## config.mk

```make
export PLATFORM = sky130hd
export DESIGN_NAME = flash_cmd_seq
export DESIGN_NICKNAME = d
export VERILOG_FILES = /design/src/rtl/flash_cmd_pkg.sv /design/src/rtl/flash_code_match.sv /design/src/rtl/flash_blk_decode.sv /design/src/rtl/flash_erase_window.sv /design/src/rtl/flash_cmd_seq.sv
export SDC_FILE = /design/constraint.sdc
export NUM_CORES = 1
export LEC_CHECK = 0
export BUFFER_PORTS_ARGS = -buffer_cell sky130_fd_sc_hd__buf_2
export CAP_MARGIN = 10
export CORE_MARGIN = 2
export CORE_UTILIZATION = 56
export CTS_CLUSTER_DIAMETER = 120
export DETAILED_ROUTE_END_ITERATION = 12
export PLACE_DENSITY = 0.85
export SLEW_MARGIN = 0
export SYNTH_ARGS = -nofsm -noshare
export SYNTH_HDL_FRONTEND = slang
export SYNTH_SLANG_ARGS = --single-unit
export TNS_END_PERCENT = 20
```

## constraint.sdc

```tcl
create_clock -name clk_i -period 3.5 [get_ports clk_i]
set_input_delay 0.35 -clock clk_i [delete_from_list [all_inputs] [get_ports clk_i]]
set_output_delay 0.35 -clock clk_i [all_outputs]
set_load 0.02 [all_outputs]
```

## src/rtl/flash_cmd_pkg.sv

```systemverilog
package flash_cmd_pkg;
  localparam int NBLK    = 19;
  localparam int WADDR_W = 19;

  localparam logic [7:0] CMD_KEY1    = 8'hAA;
  localparam logic [7:0] CMD_KEY2    = 8'h55;
  localparam logic [7:0] CMD_RESET   = 8'hF0;
  localparam logic [7:0] CMD_AUTOSEL = 8'h90;
  localparam logic [7:0] CMD_PROG    = 8'hA0;
  localparam logic [7:0] CMD_ESETUP  = 8'h80;
  localparam logic [7:0] CMD_CHIP    = 8'h10;
  localparam logic [7:0] CMD_BLOCK   = 8'h30;
  localparam logic [7:0] CMD_SUSP    = 8'hB0;
  localparam logic [7:0] CMD_RESUME  = 8'h30;

  typedef enum logic [2:0] {
    SQ_IDLE,
    SQ_KEY1,
    SQ_KEY2,
    SQ_PROG,
    SQ_EKEY0,
    SQ_EKEY1,
    SQ_EKEY2
  } seq_t;
endpackage

```

## src/rtl/flash_code_match.sv

```systemverilog
module flash_code_match #(
  parameter int ADDR_W = 20
) (
  input  logic [ADDR_W-1:0] addr_i,
  input  logic              byte_mode_i,
  output logic              key1_o,
  output logic              key2_o
);
  always_comb begin
    if (byte_mode_i) begin
      key1_o = (addr_i[11:0] == 12'hAAA);
      key2_o = (addr_i[11:0] == 12'h555);
    end else begin
      key1_o = (addr_i[10:0] == 11'h555);
      key2_o = (addr_i[10:0] == 11'h2AA);
    end
  end
endmodule

```

## src/rtl/flash_blk_decode.sv

```systemverilog
module flash_blk_decode
  import flash_cmd_pkg::*;
#(
  parameter bit TOP_BOOT = 1'b1
) (
  input  logic [WADDR_W-1:0] waddr_i,
  output logic [NBLK-1:0]    blk_o
);
  localparam int MAIN_LSB = WADDR_W - 4;
  localparam int SUB_LSB  = MAIN_LSB - 3;

  logic [3:0] main_idx;
  logic [2:0] sub_idx;
  logic [4:0] idx;

  assign main_idx = waddr_i[WADDR_W-1:MAIN_LSB];
  assign sub_idx  = waddr_i[MAIN_LSB-1:SUB_LSB];

  generate
    if (TOP_BOOT) begin : g_top
      always_comb begin
        if (main_idx != 4'hF)    idx = {1'b0, main_idx};
        else if (sub_idx < 3'd4) idx = 5'd15;
        else if (sub_idx == 3'd4) idx = 5'd16;
        else if (sub_idx == 3'd5) idx = 5'd17;
        else                      idx = 5'd18;
      end
    end else begin : g_bottom
      always_comb begin
        if (main_idx != 4'h0)     idx = {1'b0, main_idx} + 5'd3;
        else if (sub_idx < 3'd2)  idx = 5'd0;
        else if (sub_idx == 3'd2) idx = 5'd1;
        else if (sub_idx == 3'd3) idx = 5'd2;
        else                      idx = 5'd3;
      end
    end
  endgenerate

  always_comb begin
    blk_o = {{(NBLK-1){1'b0}}, 1'b1} << idx;
    AST_ONE_BLOCK: assert ($onehot(blk_o));
  end
endmodule

```

## src/rtl/flash_erase_window.sv

```systemverilog
module flash_erase_window
  import flash_cmd_pkg::*;
#(
  parameter int ERASE_WIN = 16
) (
  input  logic            clk_i,
  input  logic            rst_i,
  input  logic            start_i,
  input  logic            add_i,
  input  logic            drop_i,
  input  logic [NBLK-1:0] blk_i,
  output logic            active_o,
  output logic            expire_o,
  output logic [NBLK-1:0] mask_o
);
  localparam int CNT_W = $clog2(ERASE_WIN + 1);
  localparam logic [CNT_W-1:0] RELOAD = CNT_W'(ERASE_WIN - 1);

  logic [CNT_W-1:0] cnt_q;
  logic             active_q;
  logic [NBLK-1:0]  mask_q;

  assign active_o = active_q;
  assign mask_o   = mask_q;
  assign expire_o = active_q && (cnt_q == '0) && !add_i && !drop_i && !start_i;

  always_ff @(posedge clk_i) begin
    if (rst_i || drop_i) begin
      active_q <= 1'b0;
      mask_q   <= '0;
      cnt_q    <= '0;
    end else if (start_i) begin
      active_q <= 1'b1;
      mask_q   <= blk_i;
      cnt_q    <= RELOAD;
    end else if (add_i && active_q) begin
      mask_q   <= mask_q | blk_i;
      cnt_q    <= RELOAD;
    end else if (active_q) begin
      if (cnt_q == '0) begin
        active_q <= 1'b0;
        mask_q   <= '0;
      end else begin
        cnt_q <= cnt_q - 1'b1;
      end
    end
  end

  AST_EXPIRE_HAS_BLOCK: assert property (@(posedge clk_i) disable iff (rst_i)
    expire_o |-> (mask_q != '0));
  AST_ADD_KEEPS_OPEN: assert property (@(posedge clk_i) disable iff (rst_i)
    (add_i && active_q && !drop_i) |=> active_q);
endmodule

```

## src/rtl/flash_cmd_seq.sv

```systemverilog
module flash_cmd_seq
  import flash_cmd_pkg::*;
#(
  parameter int ADDR_W    = 20,
  parameter int DATA_W    = 16,
  parameter int ERASE_WIN = 16,
  parameter bit TOP_BOOT  = 1'b1
) (
  input  logic              clk_i,
  input  logic              rst_i,
  input  logic              hw_rst_i,
  input  logic              byte_mode_i,
  input  logic              wr_en_i,
  input  logic [ADDR_W-1:0] wr_addr_i,
  input  logic [DATA_W-1:0] wr_data_i,
  input  logic              busy_i,
  output logic              rd_reset_o,
  output logic              autosel_o,
  output logic              prog_o,
  output logic [ADDR_W-1:0] prog_addr_o,
  output logic [DATA_W-1:0] prog_data_o,
  output logic              chip_erase_o,
  output logic              blk_erase_o,
  output logic [NBLK-1:0]   blk_mask_o,
  output logic              suspend_o,
  output logic              resume_o,
  output logic              erase_timer_o
);
  seq_t              state_q;
  logic              susp_q;
  logic              any_rst;
  logic [7:0]        cmd;
  logic              key1, key2;
  logic [WADDR_W-1:0] waddr;
  logic [NBLK-1:0]   blk_sel;
  logic              wr_ok;
  logic              win_start, win_add, win_drop;
  logic              win_active, win_expire;
  logic [NBLK-1:0]   win_mask;

  assign any_rst = rst_i || hw_rst_i;
  assign cmd     = wr_data_i[7:0];
  assign waddr   = byte_mode_i ? wr_addr_i[WADDR_W:1] : wr_addr_i[WADDR_W-1:0];
  assign wr_ok   = wr_en_i && !busy_i;

  assign win_start = wr_ok && !win_active && (state_q == SQ_EKEY2) && (cmd == CMD_BLOCK);
  assign win_add   = wr_ok && win_active && (cmd == CMD_BLOCK);
  assign win_drop  = wr_ok && win_active && (cmd != CMD_BLOCK);

  flash_code_match #(.ADDR_W(ADDR_W)) match_i (
    .addr_i      (wr_addr_i),
    .byte_mode_i (byte_mode_i),
    .key1_o      (key1),
    .key2_o      (key2)
  );

  flash_blk_decode #(.TOP_BOOT(TOP_BOOT)) decode_i (
    .waddr_i (waddr),
    .blk_o   (blk_sel)
  );

  flash_erase_window #(.ERASE_WIN(ERASE_WIN)) window_i (
    .clk_i    (clk_i),
    .rst_i    (any_rst),
    .start_i  (win_start),
    .add_i    (win_add),
    .drop_i   (win_drop),
    .blk_i    (blk_sel),
    .active_o (win_active),
    .expire_o (win_expire),
    .mask_o   (win_mask)
  );

  always_ff @(posedge clk_i) begin
    if (any_rst) begin
      state_q       <= SQ_IDLE;
      susp_q        <= 1'b0;
      rd_reset_o    <= 1'b0;
      autosel_o     <= 1'b0;
      prog_o        <= 1'b0;
      prog_addr_o   <= '0;
      prog_data_o   <= '0;
      chip_erase_o  <= 1'b0;
      blk_erase_o   <= 1'b0;
      blk_mask_o    <= '0;
      suspend_o     <= 1'b0;
      resume_o      <= 1'b0;
      erase_timer_o <= 1'b0;
    end else begin
      rd_reset_o   <= 1'b0;
      autosel_o    <= 1'b0;
      prog_o       <= 1'b0;
      chip_erase_o <= 1'b0;
      blk_erase_o  <= 1'b0;
      suspend_o    <= 1'b0;
      resume_o     <= 1'b0;

      if (win_expire) begin
        blk_erase_o   <= 1'b1;
        blk_mask_o    <= win_mask;
        erase_timer_o <= 1'b1;
      end

      if (wr_en_i && busy_i) begin
        if (!susp_q && cmd == CMD_SUSP) begin
          suspend_o <= 1'b1;
          susp_q    <= 1'b1;
        end
      end else if (wr_en_i && win_active) begin
        if (win_drop) rd_reset_o <= 1'b1;
      end else if (wr_en_i) begin
        state_q <= SQ_IDLE;
        case (state_q)
          SQ_IDLE: begin
            if (susp_q && cmd == CMD_RESUME) begin
              resume_o <= 1'b1;
              susp_q   <= 1'b0;
            end else if (cmd == CMD_KEY1 && key1) begin
              state_q <= SQ_KEY1;
            end else begin
              rd_reset_o <= 1'b1;
            end
          end
          SQ_KEY1: begin
            if (cmd == CMD_KEY2 && key2) state_q <= SQ_KEY2;
            else                         rd_reset_o <= 1'b1;
          end
          SQ_KEY2: begin
            if (!key1)                                 rd_reset_o <= 1'b1;
            else if (cmd == CMD_AUTOSEL)               autosel_o <= 1'b1;
            else if (cmd == CMD_PROG)                  state_q <= SQ_PROG;
            else if (cmd == CMD_ESETUP && !susp_q)     state_q <= SQ_EKEY0;
            else                                       rd_reset_o <= 1'b1;
          end
          SQ_PROG: begin
            prog_o      <= 1'b1;
            prog_addr_o <= wr_addr_i;
            prog_data_o <= wr_data_i;
          end
          SQ_EKEY0: begin
            if (cmd == CMD_KEY1 && key1) state_q <= SQ_EKEY1;
            else                         rd_reset_o <= 1'b1;
          end
          SQ_EKEY1: begin
            if (cmd == CMD_KEY2 && key2) state_q <= SQ_EKEY2;
            else                         rd_reset_o <= 1'b1;
          end
          SQ_EKEY2: begin
            if (cmd == CMD_CHIP && key1) chip_erase_o <= 1'b1;
            else if (cmd == CMD_BLOCK)   erase_timer_o <= 1'b0;
            else                         rd_reset_o <= 1'b1;
          end
          default: rd_reset_o <= 1'b1;
        endcase
      end
    end
  end

  AST_ONE_PULSE: assert property (@(posedge clk_i) disable iff (any_rst)
    $onehot0({rd_reset_o, autosel_o, prog_o, chip_erase_o, blk_erase_o, suspend_o, resume_o}));
  AST_BUSY_GATES: assert property (@(posedge clk_i) disable iff (any_rst)
    (busy_i && wr_en_i) |=> !(prog_o || chip_erase_o || autosel_o || resume_o || rd_reset_o));
  AST_SUSP_NEEDS_BUSY: assert property (@(posedge clk_i) disable iff (any_rst)
    $rose(suspend_o) |-> $past(busy_i));
  AST_BLK_NONEMPTY: assert property (@(posedge clk_i) disable iff (any_rst)
    blk_erase_o |-> (blk_mask_o != '0));
  AST_TIMER_WITH_START: assert property (@(posedge clk_i) disable iff (any_rst)
    blk_erase_o |-> erase_timer_o);
  AST_PROG_CAPTURE: assert property (@(posedge clk_i) disable iff (any_rst)
    $rose(prog_o) |-> (prog_addr_o == $past(wr_addr_i)));
endmodule

```

==> metrics.txt, run 1 <==
hold-fix buffer count after cts=0; drt drc=0; via count=3,509; Area Overhead vs Synth=19.9%; Synth cell types=56; hold crit path type=primary input to flop; HP Start=wr_data_i[14]; Avg Cell Area, Syn=8.30 sq um; routed len/inst=14.6 um; vias in the first global route=3,364; worst reg2reg path endpoint=blk_mask_o[2]; leakage=1.80 nW; outcome=finished, final reports clean; nets@finish=592; share of layout cells above drive strength 1=23.7%; R2R depth=6; Clk pin slew, worst setup/hold paths=90 ps; min Tclk post-route=2380 ps; Hold Path Depth=3; crit path DAT=2580 ps; required time worst endpoint=3700 ps; DPL Wire Length=6550 um; Worst Max-Slew Pin Slew=872 ps; Synth Instances=457; Core ar.=0.00646 sq mm; TNS Setup=0 ps; Tot GR Track Use=24.9%; diode count=0; DP Cell Count=613; Tcrit/Tclk final=68.0%; Via density=5.57; Syn. warnings=0; Slew HR=41.8%; Die W=86.3 um; drt pass-1 iters=4; PnR worst setup slack=1120 ps; most frequent cells in the layout=nand2_1, buf_2, dfxtp_1, a21oi_1, a22o_1; non-filler cells, final=630; final hold violations=0; ANT nets after route=0; Worst Setup End Kind=flop; IO Count=105; crit path from=window_i.cnt_q[0]; CP startpoint kind=flop; MaxCap Viol Count=0; Util after Layout=70.4%; Root Driver=clkbuf_8; clk sink count=92; Port Buffers=104; RSZ-0062 raised after global routing=no; clk_lat worst skew=360 ps; peak supply drop=233 uV; worst slack, placed=1150 ps; CTS tree=built; Setup Viol. Count Final=0; Row Count=29; Max Buffers Root-to-Sink=2; worst reg2reg path startpoint=window_i.cnt_q[0]; Max Fclk=420 MHz; Post-CTS Setup Bufs=0; first-pass GRT wire length=15,000 um; Seq cells post-synth=92; Num CTS Buffers=9; remaining global-route overflow=0; Post-synth ARST share=0%; 1st-iter DRT viols=159; Resize count post-CTS=0; R2R setup slack=1120 ps; commonest non-fill, non-tap cell in the layout=nand2_1; CP Max Fanout=21; Mapped Area=0.00379 sq mm; EDFF count, synth=0; Fin Clk Skew=9.35 ps; Min Hold Slack=218 ps; initial antenna violation count=0; die area=0.00744 sq mm; Starting Density=58.7%; H-tree depth=3; main flop type after synthesis=dfxtp_1; Die Height=86.3 um; GP Congestion=0.814; total wire length=9180 um; Power Density=419 mW/mm^2; largest net degree at the start of global routing=45; Seq/Total Area, Yosys=48.6%; WHS Endpoint=prog_data_o[14]; Slew Viols, Final=0; Synth Net Count=501; WS Path Type=flop to flop
worst max path at each step:
stage	to	slack, ps	depth (start not counted)
after floorplan	window_i.mask_o[10]	1680	6
after global routing	blk_mask_o[15]	900	6
after CTS	blk_mask_o[11]	1140	6
after detailed placement	blk_mask_o[11]	1150	6
final	blk_mask_o[2]	1120	6
after global placement	prog_addr_o[12]	1210	6
critical path, stage by stage, from the launching register on:
cell     delay (ps)
dfxtp_1         340
inv_1           100
ha_1            150
nor4b_1         570
nand3_1         720
nand2_1         260
a21oi_1          90
routing by layer:
metal	track usage, %	vias up	wire, um
met2	42.7	106	4610
met5	0	-	0
li1	-	1770	-
met1	29.8	1611	3830
met3	7.14	22	555
met4	9.09	0	182
logic make-up (layout without fill, tap and decap cells):
| family | count (synthesis) | in the layout | synth area share (%) |
|---|---|---|---|
| adder cells (fa/ha/maj) | 2 | 2 | 0.660 |
| multiplexers | 1 | 1 | 0.264 |
| flip-flops | 92 | 92 | 48.6 |
| AND/OR/NAND/NOR | 216 | 216 | 27.5 |
| buffers and inverters | 31 | 127 | 3.56 |
| XOR/XNOR | 4 | 4 | 0.924 |
| AO/OA/AOI/OAI | 111 | 111 | 18.5 |
area by class of cell:
class | instances | area [sq um]
inverters | 4 | 15.0
flip-flops and latches | 92 | 1840
repair buffers | 107 | 563
well taps | 77 | 96.3
multi-input cells | 334 | 1820
clock buffers | 12 | 135
fillers | 529 | 1910
clock inverters | 4 | 73.8
where the power goes:
| group | switching [W] | internal [W] | total (W) |
|---|---|---|---|
| Clock | 0.000358 | 0.000404 | 0.000762 |
| Combinational | 0.0000645 | 0.0000323 | 0.0000968 |
| Sequential | 0.000000109 | 0.00105 | 0.00105 |
| Total | 0.000422 | 0.00148 | 0.00190 |
sequential cells by signal (all words and copies together), names as in the netlist, 3 cells and up:
signal / count
prog_addr_o: 20
blk_mask_o: 19
window_i.mask_o: 19
prog_data_o: 16
window_i.cnt_q: 5
state_q: 3
metrics by stage:
step / cell area [sq um] / power (W)
after CTS: 4520 / 0.00192
after detailed placement: 4310 / 0.00117
after floorplan: 3790 / 0.00112
after global routing: 4550 / 0.00197
final: 4550 / 0.00190
after global placement: 4310 / 0.00116
cell usage after synthesis (all sizes together), types with 5 or more instances:
cell type	count	area [sq um]
nand2	135	509
dfxtp	92	1840
a21oi	65	325
a22o	19	166
nor2	19	87.6
clkbuf	18	68.8
nor3	10	60.1
buf	9	51.3
o21ai	7	38.8
and3	6	37.5
nand2b	6	37.5
nor2b	5	31.3
nor4	5	46.3
Note: power is estimated with default switching activity, not from simulation.
==> run 2: changes to the inputs <==
--- a/config.mk
+++ b/config.mk
@@ -8,10 +8,10 @@
 export BUFFER_PORTS_ARGS = -buffer_cell sky130_fd_sc_hd__buf_2
 export CAP_MARGIN = 10
 export CORE_MARGIN = 2
-export CORE_UTILIZATION = 56
+export CORE_UTILIZATION = 52
 export CTS_CLUSTER_DIAMETER = 120
 export DETAILED_ROUTE_END_ITERATION = 12
-export PLACE_DENSITY = 0.85
+export PLACE_DENSITY = 0.79
 export SLEW_MARGIN = 0
 export SYNTH_ARGS = -nofsm -noshare
 export SYNTH_HDL_FRONTEND = slang
==> constraint.sdc (replaced) <==
create_clock -name clk_i -period 2.2 [get_ports clk_i]
set_input_delay 0.22 -clock clk_i [delete_from_list [all_inputs] [get_ports clk_i]]
set_output_delay 0.22 -clock clk_i [all_outputs]
set_load 0.02 [all_outputs]
==> metrics.txt, run 2 (synthesis gave the netlist of run 1 again) <==
Slew Viols, Final=0 (unchanged); crit path DAT=2270 ps (-310 ps); crit-path cells=and3b_1 -> o2111ai_2 -> or2_4 -> nor2_1 -> and3_1 -> a22o_1; final hold violations=0 (unchanged); Buf/Inv on CP=0 (-1); Die W=89.4 um (+3.6%); hold crit path type=primary input to flop; Tcrit/Tclk final=90.2% (+22 points); Util after Layout=64.3% (-6.1 points); Critical-path top delay cell=dfxtp_1; Max Fclk=504 MHz (+20%); GP Congestion=0.880 (+8.2%); required time worst endpoint=2490 ps (-1210 ps); nets@finish=597 (+0.84%); Sw Ratio=23.2% (+1.1 points); DPL Wire Length=6540 um (-0.14%); TNS Setup=0 ps (unchanged); Num CTS Buffers=9 (unchanged); CP startpoint kind=flop; WS Path Type=flop to flop; Max Buffers Root-to-Sink=2 (unchanged); hold-fix buffer count after cts=0 (unchanged); crit-path max cell delay=530 ps (-190 ps); Worst Max-Slew Pin Slew=737 ps (-135 ps); routed len/inst=13.6 um (-6.9%); initial antenna violation count=0 (unchanged); Area Overhead vs Synth=21.0%; Crit path max-delay family=simple AND/OR/NAND/NOR gates; Multi-input gate area=0.00183 sq mm (+0.27%); NetSw=0.000689 W (+63%); total wire length=8920 um (-2.9%); leakage=1.80 nW (+0.32%); RSZ-0062 raised after global routing=no; PnR worst setup slack=216 ps (-904 ps); Clk pin slew, worst setup/hold paths=90 ps (about the same); peak supply drop=323 uV (+39%); Root Driver=clkbuf_8; Worst Setup End Kind=flop; share of layout cells above drive strength 1=24.9% (+1.2 points); first-pass GRT wire length=13,900 um (-7.0%); Fin Clk Skew=12.4 ps (+3.00 ps); clk_lat worst skew=350 ps (about the same); clk sink count=92 (unchanged); Row Count=31 (+6.9%); Port Buffers=104 (unchanged); remaining global-route overflow=0 (unchanged); Starting Density=53.1% (-5.6 points); R2R setup slack=220 ps (-900 ps); Tot GR Track Use=22.0% (-2.9 points); outcome=finished, final reports clean; most frequent cells in the layout=nand2_1, buf_2, dfxtp_1, a21oi_1, a22o_1; sequential power share=56.1% (+1.2 points); Slew HR=50.7% (+8.9 points); Int Power=0.00228 W (+54%); R2R depth=6 (unchanged); min Tclk post-route=1980 ps (-396 ps); vias in the first global route=3,157 (-6.2%); Largest Register=prog_addr_o; MaxCap Viol Count=0 (unchanged); largest net degree at the start of global routing=37 (-18%); Post-CTS Setup Bufs=0 (unchanged); die area=0.00799 sq mm (+7.3%); ANT nets after route=0 (unchanged); CP Depth=6 (unchanged); Setup Viol. Count Final=0 (unchanged); CP Max Fanout=11 (-48%); diode count=0 (unchanged); H-tree depth=3 (unchanged); Hold Path Depth=3 (unchanged); Clock power frac=38.6% (-1.4 points); Power Density=646 mW/mm^2 (+54%); commonest non-fill, non-tap cell in the layout=nand2_1; Via density=5.32 (-4.5%); drt pass-1 iters=5 (+1); IO Count=105 (unchanged); 1st-iter DRT viols=146 (-8.2%); max reg flops=20 (unchanged); drt drc=0 (unchanged); combinational share of power=5.3% (+0.2 points); worst slack, placed=93.4 ps (-1060 ps); fillers=670 (+27%); Die Height=89.4 um (+3.6%); CTS tree=built; via count=3,495 (-0.40%); FF/Latch Area=0.00184 sq mm (unchanged); Core ar.=0.00714 sq mm (+10%)
-- run 2: cell types whose count changed in the layout (fill, tap and decap cells not counted), sizes merged --
cell,before,now
clkinvlp,0,2
bufinv,2,1
inv,4,5
buf,107,112
clkbuf,12,11
clkinv,2,1
-- run 2: layout make-up --
| type | instances | share of cell area (%) |
|---|---|---|
| repair buffers | 112 | 12.7 |
| well taps | 99 | 2.70 |
| multi-input cells | 334 | 39.8 |
| clock buffers | 11 | 3.08 |
| clock inverters | 5 | 1.28 |
| inverters | 4 | 0.327 |
| flip-flops and latches | 92 | 40.2 |
-- run 2: per-layer routing --
layer | vias to the layer above | part of all wire, % | global-route usage, % | routed length, um
met5 | - | 0 | 0 | 0
met4 | 0 | 1.3 | 7.19 | 112
met3 | 10 | 4.5 | 5.17 | 400
met2 | 77 | 52 | 39.9 | 4600
met1 | 1636 | 43 | 25.5 | 3810
li1 | 1772 | - | - | -
-- run 2: power groups by stage --
stage / registers [W] / logic, W / clock network (W)
floorplan: 0.00170 / 0.0000810 / 0
global placement: 0.00170 / 0.000149 / 0
detailed placement: 0.00170 / 0.000154 / 0
CTS: 0.00166 / 0.000155 / 0.00115
global route: 0.00166 / 0.000170 / 0.00123
finish: 0.00166 / 0.000156 / 0.00115
-- run 2: what timing repair did --
action	CTS	global route
endpoints found under the setup margin	0	4
gates resized for setup	0	1
hold endpoints to repair	0	0
-- run 2: worst paths after layout --
check / startpoint / end
worst max-delay path: state_q[1] / window_i.mask_o[14]
worst min-delay path: wr_data_i[14] / prog_data_o[14]
worst max register to register: state_q[1] / window_i.mask_o[14]
worst min register to register: blk_mask_o[0] / blk_mask_o[0]
-- run 2: metrics by stage --
stage | hold WS, ps | total power, W | instance area [sq um] | cells
floorplan | 356 | 0.00178 | 3790 | 457
global placement | 439 | 0.00185 | 4380 | 641
detailed placement | 446 | 0.00186 | 4380 | 641
CTS | 92.1 | 0.00297 | 4580 | 657
global route | 97.3 | 0.00307 | 4590 | 657
finish | 98.6 | 0.00296 | 4590 | 657
-- run 2: worst register-to-register path: stages, from the launching register on --
cell       delay (ps)
dfxtp_1           530
and3b_1           320
o2111ai_2         230
or2_4             330
nor2_1            120
and3_1            250
a22o_1            150
